--- src/rtl/peak_decim_pkg.sv ---
// Package: shared defaults for the peak-capture decimator.
// Assumes: consumers take widths as parameters defaulting to these values.
package peak_decim_pkg;
    localparam int DEF_SAMPLE_W = 10;
    localparam int DEF_COUNT_W  = 16;

    // Kind of extreme a tracker follows.
    typedef enum logic {
        EXT_MIN = 1'b0,
        EXT_MAX = 1'b1
    } ext_kind_e;
endpackage

--- src/rtl/pd_group_counter.sv ---
// Module: pd_group_counter
// Counts accepted samples in the open group and flags the first and the
// closing sample of each group.
// Assumes: grp_size may change at any time; a value of 0 is taken as 1.
module pd_group_counter #(
    parameter int COUNT_W = peak_decim_pkg::DEF_COUNT_W
) (
    input  logic               clk,
    input  logic               rst_n,
    input  logic               smp_valid,
    input  logic               smp_sof,
    input  logic               smp_eof,
    input  logic [COUNT_W-1:0] grp_size,
    output logic               grp_first,
    output logic               grp_close
);
    localparam int POS_W = COUNT_W + 1;

    logic [COUNT_W-1:0] taken_q;
    logic [POS_W-1:0]   size_eff;
    logic [POS_W-1:0]   pos;

    // Derive the position of the current sample inside its group.
    always_comb begin
        size_eff  = (grp_size == '0) ? POS_W'(1) : POS_W'(grp_size);
        grp_first = smp_sof || (taken_q == '0);
        pos       = grp_first ? POS_W'(1) : (POS_W'(taken_q) + POS_W'(1));
        grp_close = smp_valid && ((pos >= size_eff) || smp_eof);
    end

    // Hold the number of samples already taken into the open group.
    always_ff @(posedge clk) begin
        if (!rst_n) begin
            taken_q <= '0;
        end else if (smp_valid) begin
            taken_q <= grp_close ? '0 : pos[COUNT_W-1:0];
        end
    end
endmodule

--- src/rtl/pd_extreme_track.sv ---
// Module: pd_extreme_track
// Follows the running minimum or maximum (picked by KIND) of the open group.
// ext_next is the extreme including the present sample.
// Assumes: grp_first marks the sample that seeds a new group.
module pd_extreme_track #(
    parameter int                        SAMPLE_W = peak_decim_pkg::DEF_SAMPLE_W,
    parameter peak_decim_pkg::ext_kind_e KIND     = peak_decim_pkg::EXT_MIN
) (
    input  logic                clk,
    input  logic                rst_n,
    input  logic                smp_valid,
    input  logic [SAMPLE_W-1:0] smp_data,
    input  logic                grp_first,
    output logic [SAMPLE_W-1:0] ext_next
);
    logic [SAMPLE_W-1:0] acc_q;
    logic                take_new;

    // Compare in the direction chosen by KIND.
    generate
        if (KIND == peak_decim_pkg::EXT_MIN) begin : g_min
            assign take_new = smp_data < acc_q;
        end else begin : g_max
            assign take_new = smp_data > acc_q;
        end
    endgenerate

    // Seed from the first sample, otherwise keep the stronger value.
    always_comb begin
        ext_next = (grp_first || take_new) ? smp_data : acc_q;
    end

    // Store the running extreme on every accepted sample.
    always_ff @(posedge clk) begin
        if (!rst_n) begin
            acc_q <= '0;
        end else if (smp_valid) begin
            acc_q <= ext_next;
        end
    end
endmodule

--- src/rtl/pd_point_reg.sv ---
// Module: pd_point_reg
// Registers one display point when a group closes and strobes it once.
// Assumes: load is high for one cycle per closed group.
module pd_point_reg #(
    parameter int SAMPLE_W = peak_decim_pkg::DEF_SAMPLE_W
) (
    input  logic                clk,
    input  logic                rst_n,
    input  logic                load,
    input  logic [SAMPLE_W-1:0] min_in,
    input  logic [SAMPLE_W-1:0] max_in,
    input  logic                last_in,
    output logic                pt_valid,
    output logic [SAMPLE_W-1:0] pt_min,
    output logic [SAMPLE_W-1:0] pt_max,
    output logic                pt_last
);
    // Raise the strobe for the cycle after the closing sample.
    always_ff @(posedge clk) begin
        if (!rst_n) begin
            pt_valid <= 1'b0;
            pt_last  <= 1'b0;
        end else begin
            pt_valid <= load;
            pt_last  <= load && last_in;
        end
    end

    // Capture the pair of extremes of the closing group.
    always_ff @(posedge clk) begin
        if (!rst_n) begin
            pt_min <= '0;
            pt_max <= '0;
        end else if (load) begin
            pt_min <= min_in;
            pt_max <= max_in;
        end
    end
endmodule

--- src/rtl/peak_decimator.sv ---
// Module: peak_decimator (top)
// Reduces a sample stream to min/max display points, one per group of
// grp_size accepted samples; frame markers open and close groups early.
// Assumes: unsigned sample codes; no back-pressure on the point output.
module peak_decimator #(
    parameter int SAMPLE_W = peak_decim_pkg::DEF_SAMPLE_W,
    parameter int COUNT_W  = peak_decim_pkg::DEF_COUNT_W
) (
    input  logic                clk,
    input  logic                rst_n,
    input  logic                smp_valid,
    input  logic [SAMPLE_W-1:0] smp_data,
    input  logic                smp_sof,
    input  logic                smp_eof,
    input  logic [COUNT_W-1:0]  grp_size,
    output logic                pt_valid,
    output logic [SAMPLE_W-1:0] pt_min,
    output logic [SAMPLE_W-1:0] pt_max,
    output logic                pt_last
);
    logic                grp_first;
    logic                grp_close;
    logic [SAMPLE_W-1:0] min_next;
    logic [SAMPLE_W-1:0] max_next;

    pd_group_counter #(.COUNT_W(COUNT_W)) u_count (
        .clk       (clk),
        .rst_n     (rst_n),
        .smp_valid (smp_valid),
        .smp_sof   (smp_sof),
        .smp_eof   (smp_eof),
        .grp_size  (grp_size),
        .grp_first (grp_first),
        .grp_close (grp_close)
    );

    pd_extreme_track #(.SAMPLE_W(SAMPLE_W), .KIND(peak_decim_pkg::EXT_MIN)) u_min (
        .clk       (clk),
        .rst_n     (rst_n),
        .smp_valid (smp_valid),
        .smp_data  (smp_data),
        .grp_first (grp_first),
        .ext_next  (min_next)
    );

    pd_extreme_track #(.SAMPLE_W(SAMPLE_W), .KIND(peak_decim_pkg::EXT_MAX)) u_max (
        .clk       (clk),
        .rst_n     (rst_n),
        .smp_valid (smp_valid),
        .smp_data  (smp_data),
        .grp_first (grp_first),
        .ext_next  (max_next)
    );

    pd_point_reg #(.SAMPLE_W(SAMPLE_W)) u_point (
        .clk      (clk),
        .rst_n    (rst_n),
        .load     (grp_close),
        .min_in   (min_next),
        .max_in   (max_next),
        .last_in  (smp_eof),
        .pt_valid (pt_valid),
        .pt_min   (pt_min),
        .pt_max   (pt_max),
        .pt_last  (pt_last)
    );
endmodule

--- config.mk ---
export PLATFORM = sky130hd
export DESIGN_NAME = peak_decimator
export DESIGN_NICKNAME = d
export VERILOG_FILES = /design/src/rtl/peak_decim_pkg.sv /design/src/rtl/pd_group_counter.sv /design/src/rtl/pd_extreme_track.sv /design/src/rtl/pd_point_reg.sv /design/src/rtl/peak_decimator.sv
export SDC_FILE = /design/constraint.sdc
export NUM_CORES = 1
export LEC_CHECK = 0
export BUFFER_PORTS_ARGS = -buffer_cell sky130_fd_sc_hd__buf_2
export CORE_MARGIN = 5
export CORE_UTILIZATION = 51
export CTS_CLUSTER_DIAMETER = 40
export DETAILED_ROUTE_END_ITERATION = 8
export PLACE_DENSITY_LB_ADDON = 0.3
export SYNTH_ARGS = -nofsm -noshare
export SYNTH_HDL_FRONTEND = slang
export SYNTH_SLANG_ARGS = --single-unit
--- constraint.sdc ---
create_clock -name clk -period 3.63 [get_ports clk]
set_input_delay 0.363 -clock clk [delete_from_list [all_inputs] [get_ports clk]]
set_output_delay 0.363 -clock clk [all_outputs]
set_load 0.02 [all_outputs]
==> results.toml, run 1 <==
[sta]
finalCritPeriodShare_pct = 94.3
timing.slew.headroom_pct = 22.7
setup_viol = 0
maxSlewViolCount = 0
tightest_slew_ns = 1.15
whs_ns = 0.305
finalClockSkew_ns = 0.00792
post-route-worst-setup-slack_ns = 0.206
hold_viol = 0
period_minus_slack_ns = 3.42
grt_setup_unrepaired = "false"
tns_ns = 0
fmax_ghz = 0.292

[logic_synthesis]
syn_avg_cell_area_sq_um = 8.25
ys_seq_area_share_pct = 29.6
syn-num-nets = 543
ys.flop_type = "dfxtp_1"
ys_warn_count = 0
yosys.area.top_type = "dfxtp_1"
syn_area_sq_um = 3920
synthArstFlopShare_pct = 0
synth_cell_type_count = 49
yosys-top-cells-area = "dfxtp_1 (30%), ha_1 (12%), mux2i_1 (5.4%)"
synth_top_cell_area_share_pct = 29.6
synth-seq-cells = 58
syn_inst = 475
synth_edf_count = 0

[drt]
dr.pass1.iters = 5
post_drt_wl_per_cell_um = 16.1
viasPerCell = 5.93
num_vias = 3727
drc = 0
drtIter0Drc = 166
routed_wl_mm = 10.1
detail-route-antenna-nets = 0

[cts]
cts_sinks = 58
worstSkewPairLatency_ns = 0.34
path_clk_slew_ns = 0.07
root_buffer = "clkbuf_8"
cts_buffers = 9
cts_tree = "yes"
cts_max_level = 3
cts_setup_buffers = 0
clk_path_buf_depth = 2

[job]
cap_violations = 0

[place]
post-place-cells = 613
gp_congestion = 0.924
post-place-ws_ns = 0.0555
hpwl_mm = 7.53
placed_cell_area_sq_um = 4280
portBuffers = 52

[power]
clock_power_share_pct = 36.0
power_density_nw_per_um2 = 330
leakage_nw = 1.89
seqPwrFrac_pct = 46.3
power.internal_mw = 1.03
combPwrFrac_pct = 17.7
peakVddDrop_mv = 0.177
p_switching_mw = 0.444
sw_frac_of_total_pct = 30.1

[worst_setup_path]
end_kind = "flip-flop"
critPathBufInv = 1
path_max_fanout = 22
cp.required_ns = 3.86
cp-start-kind = "flip-flop"
arrival_ns = 3.66
crit_chain = "ha_1, nand2_1, nor2_1, nand3_1, xor2_1, nor2_1, ha_1, a21oi_1, o21ai_0, a41oi_1, a21boi_1, buf_4, or2_2, and4_1"
cpLargestDelayFamily = "simple AND/OR/NAND/NOR gates"
critPathSlowestCell = "or2_2"
max_stage_delay_ns = 0.46
crit_type = "flip-flop to flip-flop"

[global_route]
grt_pass1_wl_mm = 16.5
grt_pass1_vias = 3522
grt_overflow_total = 0
antenna_found_initial = 0
grt_usage_pct = 21.2
grt_max_degree = 59

[min_path]
min_path_type = "input port to flip-flop"

[cells_and_area]
final_cells = 629
diodes = 0
drive_above_1_share_pct = 18.4
fin_nets = 590
final_cell_mix = "dfxtp_1 (58), buf_2 (52), inv_1 (47)"
final_area_sq_um = 4470
area_growth_pct = 14.1
fillers = 704
final_common_cell = "dfxtp_1"

[floorplan]
fp.dieArea_sq_um = 9530
initial_core_util_pct = 51.5
dieWidth_um = 97.6
die_h_um = 97.6
boundaryPins = 53
coreArea_sq_um = 7610
rows = 32

[outcome]
status = "completed"
[routing by layer]
| metal | share of wire (%) | global-route usage, % |
|---|---|---|
| met1 | 42 | 25.2 |
| met2 | 46 | 34.9 |
| met3 | 6.8 | 4.74 |
| met4 | 5.2 | 11.9 |
| met5 | 0 | 0 |
[power groups by stage]
stage	Sequential [mW]	Clock, mW	Combinational [mW]
floorplan	0.715	0	0.157
detailed placement	0.698	0	0.258
CTS	0.683	0.540	0.261
global route	0.688	0.564	0.291
global placement	0.696	0	0.251
finish	0.683	0.531	0.261
[final cells by class]
| cell class | count | area [sq um] | area share (%) |
|---|---|---|---|
| Inverter | 47 | 176 | 3.95 |
| Sequential cell | 58 | 1160 | 26.0 |
| Multi-Input combinational cell | 339 | 2460 | 55.1 |
| Tap cell | 102 | 128 | 2.85 |
| Clock inverter | 5 | 30.0 | 0.672 |
| Timing Repair Buffer | 67 | 373 | 8.34 |
| Clock buffer | 11 | 141 | 3.16 |
[flip-flops by register name, indices dropped and copies added (netlist names)]
signal,flops
u_count.taken_q,16
u_max.acc_q,10
u_min.acc_q,10
u_point.pt_max,10
u_point.pt_min,10
u_point.pt_last,1
u_point.pt_valid,1
[synth_stat cells, types with 2 or more instances]
master    number
a211oi_1       7
a21boi_0       9
a21oi_1       21
a221o_1        2
a31oi_1       20
a41o_1         4
and2_1        10
and3_1         3
and4bb_2       2
buf_2         12
buf_4          2
clkbuf_1      17
dfxtp_1       58
ha_1          37
inv_1         47
mux2i_1       21
nand2_1       27
nand2b_1       2
nand3_1       17
nand4_1        9
nor2_1        22
nor2b_1       16
nor3_1        16
nor4_1        12
o211ai_1       2
o21a_1         4
o21ai_0       10
o21ai_1        2
o31ai_1       20
o32ai_1        9
or3_1          7
xnor2_1        9
xor2_1         3
[per-stage QoR]
stage	power (mW)	utilization, %
6_report	1.47	58.8
5_1_grt	1.54	58.8
4_1_cts	1.48	58.5
3_5_place_dp	0.956	56.3
3_3_place_gp	0.947	56.3
2_1_floorplan	0.872	-
[logic make-up (layout without fill, tap and decap cells)]
group / count (synthesis) / after routing / synth area share (%)
buffers and inverters: 78 / 130 / 8.05
multiplexers: 21 / 21 / 5.37
AO/OA/AOI/OAI: 117 / 117 / 20.8
adder cells (fa/ha/maj): 37 / 37 / 11.8
XOR/XNOR: 12 / 12 / 2.68
AND/OR/NAND/NOR: 152 / 152 / 21.6
flip-flops: 58 / 58 / 29.6
[repair_timing]
action                                  in CTS  in global routing
gates resized for setup                      0                  4
hold buffers                                 0                  0
endpoints found under the hold margin        0                  0
endpoints found under the setup margin       0                 35
[worst register-to-register path, cell delays in order, from the launching register on]
cell and delay [ns]:
dfxtp_1 0.40, ha_1 0.25, nand2_1 0.22, nor2_1 0.16, nand3_1 0.15, xor2_1 0.18, nor2_1 0.19, ha_1 0.28
a21oi_1 0.15, o21ai_0 0.11, a41oi_1 0.22, a21boi_1 0.12, buf_4 0.17, or2_2 0.46, and4_1 0.28
[final timing paths]
path | startpoint | to | slack, ns | cells past startpoint
max reg2reg | u_count.taken_q[0]$_SDFFE_PN0P_ | u_point.pt_last$_SDFF_PN0_ | 0.21 | 14
min reg2reg | u_max.acc_q[8]$_SDFFE_PN0P_ | u_max.acc_q[8]$_SDFFE_PN0P_ | 0.47 | 2
min | smp_eof | u_point.pt_last$_SDFF_PN0_ | 0.31 | 2
max | u_count.taken_q[0]$_SDFFE_PN0P_ | u_point.pt_last$_SDFF_PN0_ | 0.21 | 14
Note: power is estimated with default switching activity, not from simulation.
==> run 2, diff against run 1 <==
BUFFER_PORTS_ARGS = -buffer_cell sky130_fd_sc_hd__clkbuf_2   (was -buffer_cell sky130_fd_sc_hd__buf_2)
==> run 2 against run 1 <==
Against the previous run:
- maximum frequency up 5.7%
- register-to-register slack better by 0.18 ns
- worst hold slack better by 0.0018 ns
- count of clock-buffer cells in the layout down 1
- die area unchanged
- sequential share of layout area down 0.22 points
- clock power up 29%
- non-clock buffer count down 4
- power up 11%
- first-iteration DRC count up 3.0%
- via count down 1.5%
- combinational power about the same
- highest routed layer unchanged
==> results.toml, run 2 (synthesis results as in run 1) <==
[cells_and_area]
final_cell_mix = "dfxtp_1 (58), clkbuf_2 (52), inv_1 (47)"
diodes = 0
fin_util_pct = 59.3
final_common_cell = "dfxtp_1"
area_growth_pct = 15.1
largest_reg_flops = 16
seqCellArea_sq_um = 1160
fillers = 714
final_area_sq_um = 4510
multiInputGateArea_sq_um = 2470
drive_above_1_share_pct = 18.0
regMostFlops = "u_count.taken_q"
fin_nets = 586

[sta]
period_minus_slack_ns = 3.24
fmax_ghz = 0.309
tns_ns = 0
finalClockSkew_ns = 0.00587
tightest_slew_ns = 1.18
hold_viol = 0
whs_ns = 0.307
maxSlewViolCount = 0
finalCritPeriodShare_pct = 89.2
grt_setup_unrepaired = "false"
timing.slew.headroom_pct = 21.0
setup_viol = 0

[power]
leakage_nw = 1.88
power_density_nw_per_um2 = 362
total_power_mw = 1.63
peakVddDrop_mv = 0.173

[global_route]
grt_pass1_wl_mm = 17.2
grt_max_degree = 34
grt_pass1_vias = 3647
grt_overflow_total = 0
grt_usage_pct = 21.9
antenna_found_initial = 0

[cts]
clk_path_buf_depth = 2
path_clk_slew_ns = 0.07
cts_tree = "yes"
cts_max_level = 3
cts_buffers = 9
ctsHoldBuffers = 0
cts_sinks = 58
root_buffer = "clkbuf_8"
worstSkewPairLatency_ns = 0.35

[floorplan]
coreArea_sq_um = 7610
fp.dieArea_sq_um = 9530
boundaryPins = 53
die_h_um = 97.6
dieWidth_um = 97.6
initial_core_util_pct = 51.5
rows = 32

[worst_setup_path]
critPathSlowestCell = "dfxtp_1"
cp.required_ns = 3.87
path_max_fanout = 22
crit_chain = "ha_1, nand2_1, nor2_1, nand3_1, xor2_1, nor2_1, ha_1, a21oi_1, o21ai_0, a41oi_1, a21boi_1, buf_4, or2_4, and4_1"
cp-start-kind = "flip-flop"
end_kind = "flip-flop"
crit_type = "flip-flop to flip-flop"
critPathBufInv = 1
arrival_ns = 3.48
max_stage_delay_ns = 0.40
cpLargestDelayFamily = "simple AND/OR/NAND/NOR gates"

[place]
hpwl_mm = 7.52
portBuffers = 52
gp_congestion = 0.872
placed_cell_area_sq_um = 4250

[drt]
detail-route-antenna-nets = 0
drtIter0Drc = 171
drc = 0
routed_wl_mm = 10.2
num_vias = 3671
dr.pass1.iters = 5
viasPerCell = 5.87
post_drt_wl_per_cell_um = 16.3

[outcome]
status = "completed"

[job]
cap_violations = 0

[min_path]
min_path_type = "input port to flip-flop"
## run 2: area by class of cell
type | count | area share (%)
clock buffer | 10 | 3.05
tap | 102 | 2.83
timing repair buffer | 63 | 7.60
inverter | 47 | 3.91
clock inverter | 6 | 1.97
sequential | 58 | 25.8
multi-input combinational | 339 | 54.9
## run 2: metal layers
metal / global-route usage, % / vias to the layer above / share of wire (%)
li1: - / 1821 / -
met1: 26.8 / 1712 / 44
met2: 36.7 / 105 / 47
met3: 4.45 / 33 / 5.6
met4: 10.3 / 0 / 3.9
met5: 0 / - / 0
## run 2: through the flow
step	setup slack, ns	cells
after detailed placement	0.0537	609
after global placement	0.162	609
after global routing	0.0513	625
after floorplan	0.350	475
after CTS	0.0321	625
final	0.391	625
## run 2: worst paths after layout
kind	start	slack (ns)	to	depth (start not counted)
hold / removal	smp_eof	0.31	u_point.pt_last$_SDFF_PN0_	2
setup reg to reg	u_count.taken_q[0]$_SDFFE_PN0P_	0.39	u_point.pt_last$_SDFF_PN0_	14
setup / recovery	u_count.taken_q[0]$_SDFFE_PN0P_	0.39	u_point.pt_last$_SDFF_PN0_	14
hold reg to reg	u_max.acc_q[4]$_SDFFE_PN0P_	0.47	u_max.acc_q[4]$_SDFFE_PN0P_	2
## run 2: report_power, final
part           internal [mW]  leakage [nW]  total (mW)  switching [mW]
clock network          0.406         0.109       0.687           0.281
logic                  0.101          1.30       0.263           0.162
registers              0.667         0.475       0.685          0.0177
## run 2: repair_timing
item,in CTS,in global routing
setup buffers,0,0
gates resized for setup,0,6
setup endpoints to repair,0,31
==> run 3, diff against run 2 <==
PLACE_DENSITY = 0.83   (was not set)
PLACE_DENSITY_LB_ADDON = not set   (was 0.3)
==> run 3 against run 2 <==
Against the previous run:
- clock power decreased by 11%
- die area is the same
- clock skew increased by 0.0046 ns
- final area decreased by 1.0%
- sequential share of layout area up 0.26 points
- core utilization down 0.59 points
- power shrank 4.6%
- critical path depth fell by 1
- global-route usage is 0.070 points higher
- setup slack got worse by 0.078 ns
==> results.toml, run 3 (synthesis results as in run 1) <==
[place]
gp_congestion = 0.929
hpwl_mm = 7.53
portBuffers = 52
post-place-ws_ns = 0.134
placed_cell_area_sq_um = 4250

[cells_and_area]
regMostFlops = "u_count.taken_q"
fin_nets = 584
area_growth_pct = 13.9
final_common_cell = "dfxtp_1"
drive_above_1_share_pct = 16.9
largest_reg_flops = 16
fillers = 709
final_cell_mix = "dfxtp_1 (58), clkbuf_2 (52), inv_1 (47)"
diodes = 0
final_area_sq_um = 4460

[sta]
post-route-worst-setup-slack_ns = 0.313
maxSlewViolCount = 0
period_minus_slack_ns = 3.32
grt_setup_unrepaired = "false"
finalClockSkew_ns = 0.0105
whs_ns = 0.320
tightest_slew_ns = 1.17
finalCritPeriodShare_pct = 91.4
timing.slew.headroom_pct = 21.4
hold_viol = 0
fmax_ghz = 0.302
setup_viol = 0
tns_ns = 0

[floorplan]
rows = 32
fp.dieArea_sq_um = 9530
coreArea_sq_um = 7610
initial_core_util_pct = 51.5
boundaryPins = 53
die_h_um = 97.6
dieWidth_um = 97.6

[global_route]
antenna_found_initial = 0
grt_overflow_total = 0
grt_pass1_wl_mm = 17.4
grt_max_degree = 37
grt_usage_pct = 22.0
grt_pass1_vias = 3627

[worst_setup_path]
critPathLaunch = "u_count.taken_q[1]$_SDFFE_PN0P_"
end_kind = "flip-flop"
crit_chain = "ha_1, nand2_1, nor2_1, nand3_1, xor2_1, nor2_1, ha_1, nand2_1, or3_1, a21boi_2, buf_4, and4bb_2, o21a_1"
cp-start-kind = "flip-flop"
crit_type = "flip-flop to flip-flop"
arrival_ns = 3.57
r2r_cells = 13
regToRegEndpoint = "u_count.taken_q[10]$_SDFFE_PN0P_"
r2r_setup_slack_ns = 0.31
r2r-start = "u_count.taken_q[1]$_SDFFE_PN0P_"
critPathSlowestCell = "dfxtp_1"
max_stage_delay_ns = 0.43
path_max_fanout = 10
cp.required_ns = 3.88

[min_path]
whs_endpoint = "u_point.pt_last$_SDFF_PN0_"
hold_depth = 2
worstHoldStart = "smp_eof"
min_path_type = "input port to flip-flop"

[cts]
cts_max_level = 3
root_buffer = "clkbuf_8"
cts_buffers = 9
path_clk_slew_ns = 0.07
cts_sinks = 58
clk_path_buf_depth = 2
cts_tree = "yes"
worstSkewPairLatency_ns = 0.35
cts_setup_buffers = 0

[drt]
dr.pass1.iters = 4
post_drt_wl_per_cell_um = 16.4
routed_wl_mm = 10.2
viasPerCell = 5.90
detail-route-antenna-nets = 0
num_vias = 3677
drc = 0
drtIter0Drc = 183

[power]
peakVddDrop_mv = 0.225
power_density_nw_per_um2 = 349
leakage_nw = 1.87

[job]
cap_violations = 0

[outcome]
status = "completed"
[run 3: what timing repair did]
action / in CTS / in global routing
hold buffers: 0 / 0
hold endpoints to repair: 0 / 0
resized for setup: 0 / 4
endpoints found under the setup margin: 0 / 30
[run 3: metal layers]
metal	up-vias	GRT usage [%]	wire, um
li1	1813	-	-
met1	1686	27.4	4420
met2	153	36.6	4760
met3	25	4.31	729
met4	0	9.80	312
met5	-	0	0
[run 3: critical path: cells and delay by family (launching register included)]
family          cells  cell delay [ns]
simple gates        7             1.35
fa+ha+maj           2             0.57
compound gates      2             0.45
flops               1             0.43
buf+inv             1             0.23
xor+xnor            1             0.18
[run 3: cell type report]
cell class | instances | area (sq um) | share of cell area (%)
well taps | 102 | 128 | 2.86
multi-input cells | 339 | 2460 | 55.1
clock inverters | 2 | 35.0 | 0.785
clock buffers | 14 | 163 | 3.64
flip-flops and latches | 58 | 1160 | 26.0
inverters | 47 | 176 | 3.95
repair buffers | 61 | 340 | 7.63
[run 3: report_power, final]
| part | internal (mW) | switching (mW) | leakage [nW] | total [mW] |
|---|---|---|---|---|
| combinational | 0.101 | 0.162 | 1.29 | 0.262 |
| sequential | 0.667 | 0.0178 | 0.475 | 0.685 |
| clock | 0.354 | 0.256 | 0.101 | 0.610 |
[run 3: worst max path at each step]
stage	endpoint	slack, ns	cells after the start
6_report	u_count.taken_q[10]$_SDFFE_PN0P_	0.31	13
3_5_place_dp	u_point.pt_last$_SDFF_PN0_	0.13	13
5_1_grt	u_point.pt_max[8]$_SDFFE_PN0P_	0.06	14
3_3_place_gp	u_point.pt_last$_SDFF_PN0_	0.30	13
2_1_floorplan	u_count.taken_q[11]$_SDFFE_PN0P_	0.35	14
4_1_cts	u_point.pt_last$_SDFF_PN0_	0.10	13
[run 3: through the flow]
step                      total power [mW]  instances  util [%]
after floorplan                      0.872        475         -
after global placement               0.946        607      55.8
after detailed placement             0.958        607      55.8
after CTS                             1.56        623      58.4
after global routing                  1.63        623      58.7
final                                 1.56        623      58.7
